File: config.mk
export PLATFORM = sky130hd
export DESIGN_NAME = opfeed_capture
export DESIGN_NICKNAME = d
export VERILOG_FILES = /design/src/rtl/opfeed_pkg.sv /design/src/rtl/opfeed_sampler.sv /design/src/rtl/opfeed_seq.sv /design/src/rtl/opfeed_capwr.sv /design/src/rtl/opfeed_mux.sv /design/src/rtl/opfeed_capture.sv
export SDC_FILE = /design/constraint.sdc
export NUM_CORES = 1
export LEC_CHECK = 0
export ABC_AREA = 1
export CORE_MARGIN = 4
export CORE_UTILIZATION = 50
export DETAILED_ROUTE_END_ITERATION = 6
export HOLD_SLACK_MARGIN = 0.1
export PLACE_DENSITY_LB_ADDON = 0.08
export SLEW_MARGIN = 20
export SYNTH_ARGS = -nofsm -noshare
export SYNTH_HDL_FRONTEND = slang
export SYNTH_HIERARCHICAL = 1
export SYNTH_SLANG_ARGS = --single-unit
File: constraint.sdc
create_clock -name clk_i -period 2 [get_ports clk_i]
set_input_delay 0.4 -clock clk_i [delete_from_list [all_inputs] [get_ports clk_i]]
set_output_delay 0.4 -clock clk_i [all_outputs]
set_load 0.005 [all_outputs]
File: src/rtl/opfeed_pkg.sv
package opfeed_pkg;
  typedef enum logic [1:0] {
    ST_IDLE,
    ST_ARMED,
    ST_JSR,
    ST_COPY
  } opfeed_state_e;

  localparam logic [7:0] OP_RTS     = 8'h60;
  localparam logic [7:0] OP_LDY_IMM = 8'hA0;
  localparam logic [7:0] OP_NOP1    = 8'h03;
endpackage

File: src/rtl/opfeed_sampler.sv
module opfeed_sampler (
  input  logic       clk_i,
  input  logic       rst_ni,
  input  logic       phi2_i,
  input  logic       sync_i,
  input  logic       rw_i,
  input  logic       arm_i,
  input  logic [7:0] data_i,
  output logic       cyc_end_o,
  output logic       sync_q_o,
  output logic       rw_q_o,
  output logic       arm_q_o,
  output logic [7:0] data_q_o
);
  logic phi2_q;

  always_ff @(posedge clk_i or negedge rst_ni) begin
    if (!rst_ni) begin
      phi2_q   <= 1'b0;
      sync_q_o <= 1'b0;
      rw_q_o   <= 1'b1;
      arm_q_o  <= 1'b0;
      data_q_o <= 8'h00;
    end else begin
      phi2_q <= phi2_i;
      // hold the last phi2-high view of the bus for end-of-cycle processing
      if (phi2_i) begin
        sync_q_o <= sync_i;
        rw_q_o   <= rw_i;
        arm_q_o  <= arm_i;
        data_q_o <= data_i;
      end
    end
  end

  assign cyc_end_o = phi2_q & ~phi2_i;
endmodule

File: src/rtl/opfeed_seq.sv
module opfeed_seq
  import opfeed_pkg::*;
#(
  parameter int BLOCK_LEN  = 8192,
  parameter int JSR_CYCLES = 6,
  parameter int CNT_W      = 14,
  parameter int ADDR_W     = 13
) (
  input  logic              clk_i,
  input  logic              rst_ni,
  input  logic              cyc_end_i,
  input  logic              sync_q_i,
  input  logic              rw_q_i,
  input  logic              arm_q_i,
  output logic              copy_o,
  output logic              started_o,
  output logic              at_end_o,
  output logic              cap_fire_o,
  output logic [ADDR_W-1:0] cap_idx_o,
  output logic              done_fire_o
);
  localparam int JW = $clog2(JSR_CYCLES + 1);

  opfeed_state_e    state_q, state_d;
  logic [CNT_W-1:0] cnt_q;
  logic [JW-1:0]    jcnt_q;

  assign copy_o    = (state_q == ST_COPY);
  assign started_o = (cnt_q != '0);
  assign at_end_o  = (cnt_q == CNT_W'(BLOCK_LEN));
  assign cap_idx_o = cnt_q[ADDR_W-1:0];

  assign cap_fire_o  = cyc_end_i & copy_o & rw_q_i & ~at_end_o & (started_o | sync_q_i);
  assign done_fire_o = cyc_end_i & copy_o & rw_q_i & at_end_o & sync_q_i;

  always_comb begin
    state_d = state_q;
    if (cyc_end_i) begin
      unique case (state_q)
        ST_IDLE:  if (arm_q_i) state_d = ST_ARMED;
        ST_ARMED: if (sync_q_i && rw_q_i) state_d = ST_JSR;
        ST_JSR:   if (jcnt_q == JW'(JSR_CYCLES - 1)) state_d = ST_COPY;
        ST_COPY:  if (done_fire_o) state_d = ST_IDLE;
        default:  state_d = ST_IDLE;
      endcase
    end
  end

  always_ff @(posedge clk_i or negedge rst_ni) begin
    if (!rst_ni) begin
      state_q <= ST_IDLE;
      cnt_q   <= '0;
      jcnt_q  <= '0;
    end else begin
      state_q <= state_d;
      if (cyc_end_i && state_q == ST_ARMED) jcnt_q <= JW'(1);
      else if (cyc_end_i && state_q == ST_JSR) jcnt_q <= jcnt_q + JW'(1);
      if (cyc_end_i && state_q == ST_JSR) cnt_q <= '0;
      else if (cap_fire_o) cnt_q <= cnt_q + CNT_W'(1);
    end
  end
endmodule

File: src/rtl/opfeed_capwr.sv
module opfeed_capwr #(
  parameter int ADDR_W = 13
) (
  input  logic              clk_i,
  input  logic              rst_ni,
  input  logic              cap_fire_i,
  input  logic [ADDR_W-1:0] cap_idx_i,
  input  logic [7:0]        data_q_i,
  input  logic              done_fire_i,
  output logic              cap_we_o,
  output logic [ADDR_W-1:0] cap_addr_o,
  output logic [7:0]        cap_data_o,
  output logic              done_o
);
  always_ff @(posedge clk_i or negedge rst_ni) begin
    if (!rst_ni) begin
      cap_we_o   <= 1'b0;
      cap_addr_o <= '0;
      cap_data_o <= 8'h00;
      done_o     <= 1'b0;
    end else begin
      cap_we_o <= cap_fire_i;
      done_o   <= done_fire_i;
      if (cap_fire_i) begin
        cap_addr_o <= cap_idx_i;
        cap_data_o <= data_q_i;
      end
    end
  end
endmodule

File: src/rtl/opfeed_mux.sv
module opfeed_mux
  import opfeed_pkg::*;
#(
  parameter logic [7:0] FILLER = OP_LDY_IMM
) (
  input  logic       phi2_i,
  input  logic       rw_i,
  input  logic       sync_i,
  input  logic       copy_i,
  input  logic       started_i,
  input  logic       at_end_i,
  input  logic [7:0] mem_data_i,
  output logic [7:0] cpu_data_o
);
  logic       take;
  logic [7:0] inject;

  // ret only on an opcode fetch; operand cycles past the block get filler
  assign inject = (at_end_i && sync_i) ? OP_RTS : FILLER;
  assign take   = phi2_i & rw_i & copy_i & (started_i | sync_i);

  assign cpu_data_o = take ? inject : mem_data_i;
endmodule

File: src/rtl/opfeed_capture.sv
module opfeed_capture
  import opfeed_pkg::*;
#(
  parameter int         BLOCK_LEN      = 8192,
  parameter int         JSR_CYCLES     = 6,
  parameter bit         USE_NOP_FILLER = 1'b0,
  parameter logic [7:0] NOP_OPCODE     = OP_NOP1,
  parameter int         ADDR_W         = $clog2(BLOCK_LEN)
) (
  input  logic              clk_i,
  input  logic              rst_ni,
  input  logic              phi2_i,
  input  logic              sync_i,
  input  logic              rw_i,
  input  logic              arm_i,
  input  logic [7:0]        mem_data_i,
  output logic [7:0]        cpu_data_o,
  output logic              cap_we_o,
  output logic [ADDR_W-1:0] cap_addr_o,
  output logic [7:0]        cap_data_o,
  output logic              done_o
);
  localparam int CNT_W = ADDR_W + 1;

  logic              cyc_end, sync_q, rw_q, arm_q;
  logic [7:0]        data_q;
  logic              copy, started, at_end, cap_fire, done_fire;
  logic [ADDR_W-1:0] cap_idx;

  opfeed_sampler u_sampler (
    .clk_i     (clk_i),
    .rst_ni    (rst_ni),
    .phi2_i    (phi2_i),
    .sync_i    (sync_i),
    .rw_i      (rw_i),
    .arm_i     (arm_i),
    .data_i    (mem_data_i),
    .cyc_end_o (cyc_end),
    .sync_q_o  (sync_q),
    .rw_q_o    (rw_q),
    .arm_q_o   (arm_q),
    .data_q_o  (data_q)
  );

  opfeed_seq #(
    .BLOCK_LEN  (BLOCK_LEN),
    .JSR_CYCLES (JSR_CYCLES),
    .CNT_W      (CNT_W),
    .ADDR_W     (ADDR_W)
  ) u_seq (
    .clk_i       (clk_i),
    .rst_ni      (rst_ni),
    .cyc_end_i   (cyc_end),
    .sync_q_i    (sync_q),
    .rw_q_i      (rw_q),
    .arm_q_i     (arm_q),
    .copy_o      (copy),
    .started_o   (started),
    .at_end_o    (at_end),
    .cap_fire_o  (cap_fire),
    .cap_idx_o   (cap_idx),
    .done_fire_o (done_fire)
  );

  opfeed_capwr #(.ADDR_W(ADDR_W)) u_capwr (
    .clk_i       (clk_i),
    .rst_ni      (rst_ni),
    .cap_fire_i  (cap_fire),
    .cap_idx_i   (cap_idx),
    .data_q_i    (data_q),
    .done_fire_i (done_fire),
    .cap_we_o    (cap_we_o),
    .cap_addr_o  (cap_addr_o),
    .cap_data_o  (cap_data_o),
    .done_o      (done_o)
  );

  generate
    if (USE_NOP_FILLER) begin : g_nop_fill
      opfeed_mux #(.FILLER(NOP_OPCODE)) u_mux (
        .phi2_i     (phi2_i),
        .rw_i       (rw_i),
        .sync_i     (sync_i),
        .copy_i     (copy),
        .started_i  (started),
        .at_end_i   (at_end),
        .mem_data_i (mem_data_i),
        .cpu_data_o (cpu_data_o)
      );
    end else begin : g_ldy_fill
      opfeed_mux #(.FILLER(OP_LDY_IMM)) u_mux (
        .phi2_i     (phi2_i),
        .rw_i       (rw_i),
        .sync_i     (sync_i),
        .copy_i     (copy),
        .started_i  (started),
        .at_end_i   (at_end),
        .mem_data_i (mem_data_i),
        .cpu_data_o (cpu_data_o)
      );
    end
  endgenerate
endmodule

# After elaboration in Yosys (flattened, before gate mapping)
# Cells that the tools add are included.
# totals
reg_bits	54
output_inout_bits	31
ramBits	0
latch_bits	0
elab_cells	57
memories	0
rom_bits	0
# op_classes
n_mul	0
reduce_logical	9
n_lt_le_gt_ge	0
eq_ne	9
n_shift	0
add_sub_neg	2
bitwise_logic	14
muxes	11
div_mod_pow	0
# op_table
op	n
two-way mux 14 bit	2
two-way mux 8 bit	2
adder 14 x 1 -> 14 bit (second input constant)	1
== test 14 bit (second input constant)	1
nonzero test 14 bit	1
AND 1 bit	10
two-way mux 2 bit	4
one-hot mux 2 bit (4 select lines)	1
two-way mux 3 bit	2
AND reduction 5 bit	1
== test 2 bit (second input constant)	2
logical AND 1 bit	4
inequality test 2 x 1 -> 1 bit (second input constant)	2
inequality test 2 bit (second input constant)	2
nonzero test 2 bit	2
adder 3 x 1 -> 3 bit (second input constant)	1
== test 3 bit (second input constant)	1
== test 2 x 1 -> 1 bit (second input constant)	1
logical NOT 2 bit	1
inverter 1 bit	2
bitwise OR 1 bit	2

# Longest topological paths before layout
# depth
ltp_word	8
depth_mapped	12

# Hierarchy
# Netlist, hierarchy kept.
# modules_own_cells
mod	n_inst	area_per_inst_um2	cells_per_inst	seq_area_each_um2
opfeed_seq	1	1526.5	199	475.5
opfeed_capwr	1	853.3	91	575.6
opfeed_sampler	1	455.4	50	301.5
opfeed_mux	1	140.1	28	0.0

# Least setup slack after synthesis
# OpenSTA, ideal clock, no wires.
# synth_timing
kind	input to register
start	in phi2_i
end	reg u_capwr.cap_addr_o[0]
slack_ps	195
arrival_time_ps	1689
t_required_ps	1884
stages	10
setup_ps	116
path_buffers	3
path_cell_list	buf_4 nor2_1 and3_2 nand2_4 nor2_4 buf_8 inv_2 buf_6 nand2_1 nand2_1
# synth_between
elab_chain_len	6
# synth_lines
item	line	text
start: declaration	opfeed_capture.sv:12	input logic phi2_i,
inverter 1 bit	opfeed_sampler.sv:36	assign cyc_end_o = phi2_q & ~phi2_i;
AND 1 bit	opfeed_sampler.sv:36	
via cyc_end	opfeed_capture.sv:25	logic cyc_end, sync_q, rw_q, arm_q;
AND 1 bit (4 in a row)	opfeed_seq.sv:33	assign cap_fire_o = cyc_end_i & copy_o & rw_q_i & ~at_end_o & (started_o | sync_q_i);
via cap_fire	opfeed_capture.sv:27	logic copy, started, at_end, cap_fire, done_fire;
end signal: assignment	opfeed_capwr.sv:25	cap_addr_o <= cap_idx_i;
end: declaration	opfeed_capwr.sv:11	output logic [ADDR_W-1:0] cap_addr_o,
# The timed path passes the listed nets, and every way through them passes these cells.
# A chain may end at the register's enable or synchronous reset.

# Worst setup path in the final report
# layout_timing
start	reg u_seq.cnt_q[1]
end	out cpu_data_o[7]
# layout_between
elab_chain_len	4
elab_cells_between_ends	7
classes_between	eq/ne: 1; mux: 2; bitwise: 2; reduce/logical: 2
# layout_lines
item	line	text
start: declaration	opfeed_seq.sv:25	logic [CNT_W-1:0] cnt_q;
start signal: assignment	opfeed_seq.sv:59	else if (cap_fire_o) cnt_q <= cnt_q + CNT_W'(1);
nonzero test 14 bit	opfeed_seq.sv:29	assign started_o = (cnt_q != '0);
via started	opfeed_capture.sv:27	
bitwise OR 1 bit	opfeed_mux.sv:20	assign take = phi2_i & rw_i & copy_i & (started_i | sync_i);
AND 1 bit	opfeed_mux.sv:20	
two-way mux 8 bit	opfeed_mux.sv:22	assign cpu_data_o = take ? inject : mem_data_i;
end: declaration	opfeed_capture.sv:17	output logic [7:0] cpu_data_o,
# The timed path passes the listed nets, and every way through them passes these cells.

==> results.cfg <==
[timing]
rsz0062_at_grt = true
post-route-min-period_ns = 2.174
hold_viol = 0
finalSetupViolations = 8
holdWs_ns = 0.4798
final_max_slew_viol_count = 0
fin_skew_ns = 0.008705
fmax_mhz = 460.0
slew_headroom_pct = 74.01
setup_ws_ns = -0.1740
min_period_over_period_pct = 108.7
tightest_slew_ns = 0.3885

[power]
p_leak_nw = 1.944
power.density_nw_per_um2 = 737.6
peakVddDrop_mv = 0.5277

[synth]
async_reset_ff_share_pct = 100.0
ys_types = 33
ys.flop_type = dfrtp_1
synth_top_area_share_pct = 44.58
syn_area_per_cell_um2 = 8.085
ys_ff_latch = 54
synth.net_count = 390
syn_area_um2 = 2975
synthTopCellsByArea = dfrtp_1 (45%), nand2_1 (19%), nand3_1 (4.4%)
yosys_warnings = 6
synth_top_cell_by_area = dfrtp_1
synth_seq_area_share_pct = 45.46
synth_edf_count = 0
postSynthCellCount = 368

[finish]
drive_above_1_share_pct = 20.23
antenna_cells = 0
syn2layout_area_growth_pct = 27.50
fin_nets = 456
stdcell_area_um2 = 3794

[floorplanning]
row_count = 27
core_um2 = 5642
start_util_pct = 52.74
fp.dieH_um = 85.14
ios = 45
die_width_um = 85.14
dieArea_um2 = 7249

[status]
status = finished, violations left
violations = setup timing

[worst_setup_path]
crit_fanout = 3
critPathLaunchType = flop
path_cells = inv_2, ha_4, nand2_4, nor2_4, nand2_4, nor2_4, buf_6, buf_6, o21bai_1, nand2_1, buf_2
max_stage_delay_ns = 0.40
endpoint_kind = output pin
criticalPathCategory = reg2out
critPathSlowestCell = dfrtp_1
cp.arrival_ns = 1.77
crit_required_ns = 1.60

[routing]
drtIter0Drc = 164
drc = 0
drt_pass1_iterations = 4
final_antenna_net_count = 0
routed_wl_um = 6428
via_per_inst = 4.870
wire_per_inst_um = 12.68
routed-via-count = 2469

[worst_hold_path]
worst_hold_path_type = reg2reg

[global_routing]
grt_pass1_wl_um = 11110
overflow = 0
grt_usage_pct = 18.66
grt_max_degree = 55
antenna_found_initial = 0
grt_pass1_vias = 2409

[run]
drv_cap = 0

[cts]
clkSlewWorstSetupHoldPaths_ns = 0.10
insertion_delay_ns = 0.31
root_buffer = clkbuf_8
cts_tree = yes
cts_buffers = 5
cts_max_path_buffers = 2
cts_max_level = 2
cts.sinks = 54

[place]
globalplace.congestion = 0.8519
port_buffers = 44
place_hpwl_um = 4673
placed_area_um2 = 3576
[registers in the layout (all words and copies together) (netlist names), 2 cells and up]
| signal | cells |
|---|---|
| u_seq/cnt_q | 14 |
| u_capwr/cap_addr_o | 13 |
| u_capwr/cap_data_o | 8 |
| u_sampler/data_q_o | 8 |
| u_seq/jcnt_q | 3 |
| u_seq/state_q | 2 |
[repair_timing]
action                                 4_1_cts  5_1_grt
hold buffers                                 1        0
pin swaps                                    7        6
resized for setup                           41        7
buffers inserted                             9        1
cloned                                       0        0
setup endpoints to repair                    8        8
endpoints found under the hold margin       53        0
[cell usage in the layout, fill, tap and decap left out, types with 6 or more instances in the layout]
master	Yosys	routed
nand3b_1	8	8
xor2_1	7	7
nand3_1	26	25
ha_1	8	7
clkdlybuf4s50_1	0	35
nand3_2	7	8
nand2_1	150	149
inv_1	22	20
dfrtp_1	53	53
buf_2	2	9
nor2_1	27	25
buf_4	17	28
nor2_4	5	6
[cells in the mapped netlist (all sizes together) (2+ instances only)]
cell / n
a21oi: 2
buf: 24
dfrtp: 53
ha: 8
inv: 25
nand2: 155
nand3: 33
nand3b: 9
nand4: 4
nor2: 33
nor3: 2
o21ai: 2
o21bai: 3
xor2: 7
[logic make-up after synthesis]
logic type / Yosys count / share of synthesized area, %
adder cells (fa/ha/maj): 8 / 3.364
flip-flops: 54 / 45.46
buffers and inverters: 50 / 9.924
XOR/XNOR: 8 / 2.355
AND/OR/NAND/NOR: 238 / 36.59
AO/OA/AOI/OAI: 10 / 2.313
[stage by stage]
stage / worst slack [ns] / std cells / util, % / setup TNS [ns] / total power [mW]
detailed placement: -0.2479 / 488 / 63.38 / -6.591 / 1.958
CTS: -0.1795 / 506 / 66.67 / -1.004 / 2.786
finish: -0.1740 / 507 / 67.24 / -0.9519 / 2.798
global route: -0.2864 / 507 / 67.24 / -1.969 / 2.979
global placement: -0.2136 / 488 / 63.38 / -4.572 / 1.930
floorplan: 0.1945 / 368 / - / 0 / 1.678
[where the power goes]
| part | total (mW) | internal, mW | switching [mW] |
|---|---|---|---|
| logic | 0.775 | 0.402 | 0.374 |
| clock network | 0.737 | 0.373 | 0.364 |
| registers | 1.29 | 1.20 | 0.0817 |
[worst paths after layout]
check / start / endpoint / slack [ns] / cells past startpoint
setup reg to reg: u_seq/cnt_q[1] / u_capwr/cap_data_o[6] / 0.23 / 12
hold / removal: u_sampler/data_q_o[2] / u_sampler/data_q_o[2] / 0.48 / 2
max in group asynchronous: rst_ni / u_sampler/rw_q_o / 1.10 / 3
setup / recovery: u_seq/cnt_q[1] / cpu_data_o[7] / -0.17 / 11
min in group asynchronous: rst_ni / u_capwr/cap_addr_o[5] / 0.60 / 3
hold reg to reg: u_sampler/data_q_o[2] / u_sampler/data_q_o[2] / 0.48 / 2
[worst max-delay path, delay by kind of cell (launching register included)]
family	cells	cell delay [ns]
flops	1	0.40
compound gates	1	0.05
simple gates	5	0.49
fa+ha+maj	1	0.14
buf+inv	4	0.39
[layout make-up]
cell class,count,area [um2]
Timing Repair Buffer,83,772.0
Sequential cell,54,1353
Multi-Input combinational cell,264,1368
Inverter,26,97.59
Tap cell,72,90.09
Fill cell,446,1848
Clock buffer,5,68.82
Clock inverter,3,45.04
[layer usage]
metal  part of all wire, %  vias up  track usage [%]  routed length, um
met1                    47     1157            25.26               2993
li1                      -     1267                -                  -
met5                     0        -                0                  0
met4                   1.1        0            5.180                 73
met3                   3.4        6            2.524                219
met2                    49       39            31.36               3140
No activity file was read; power rests on OpenSTA's default activity.
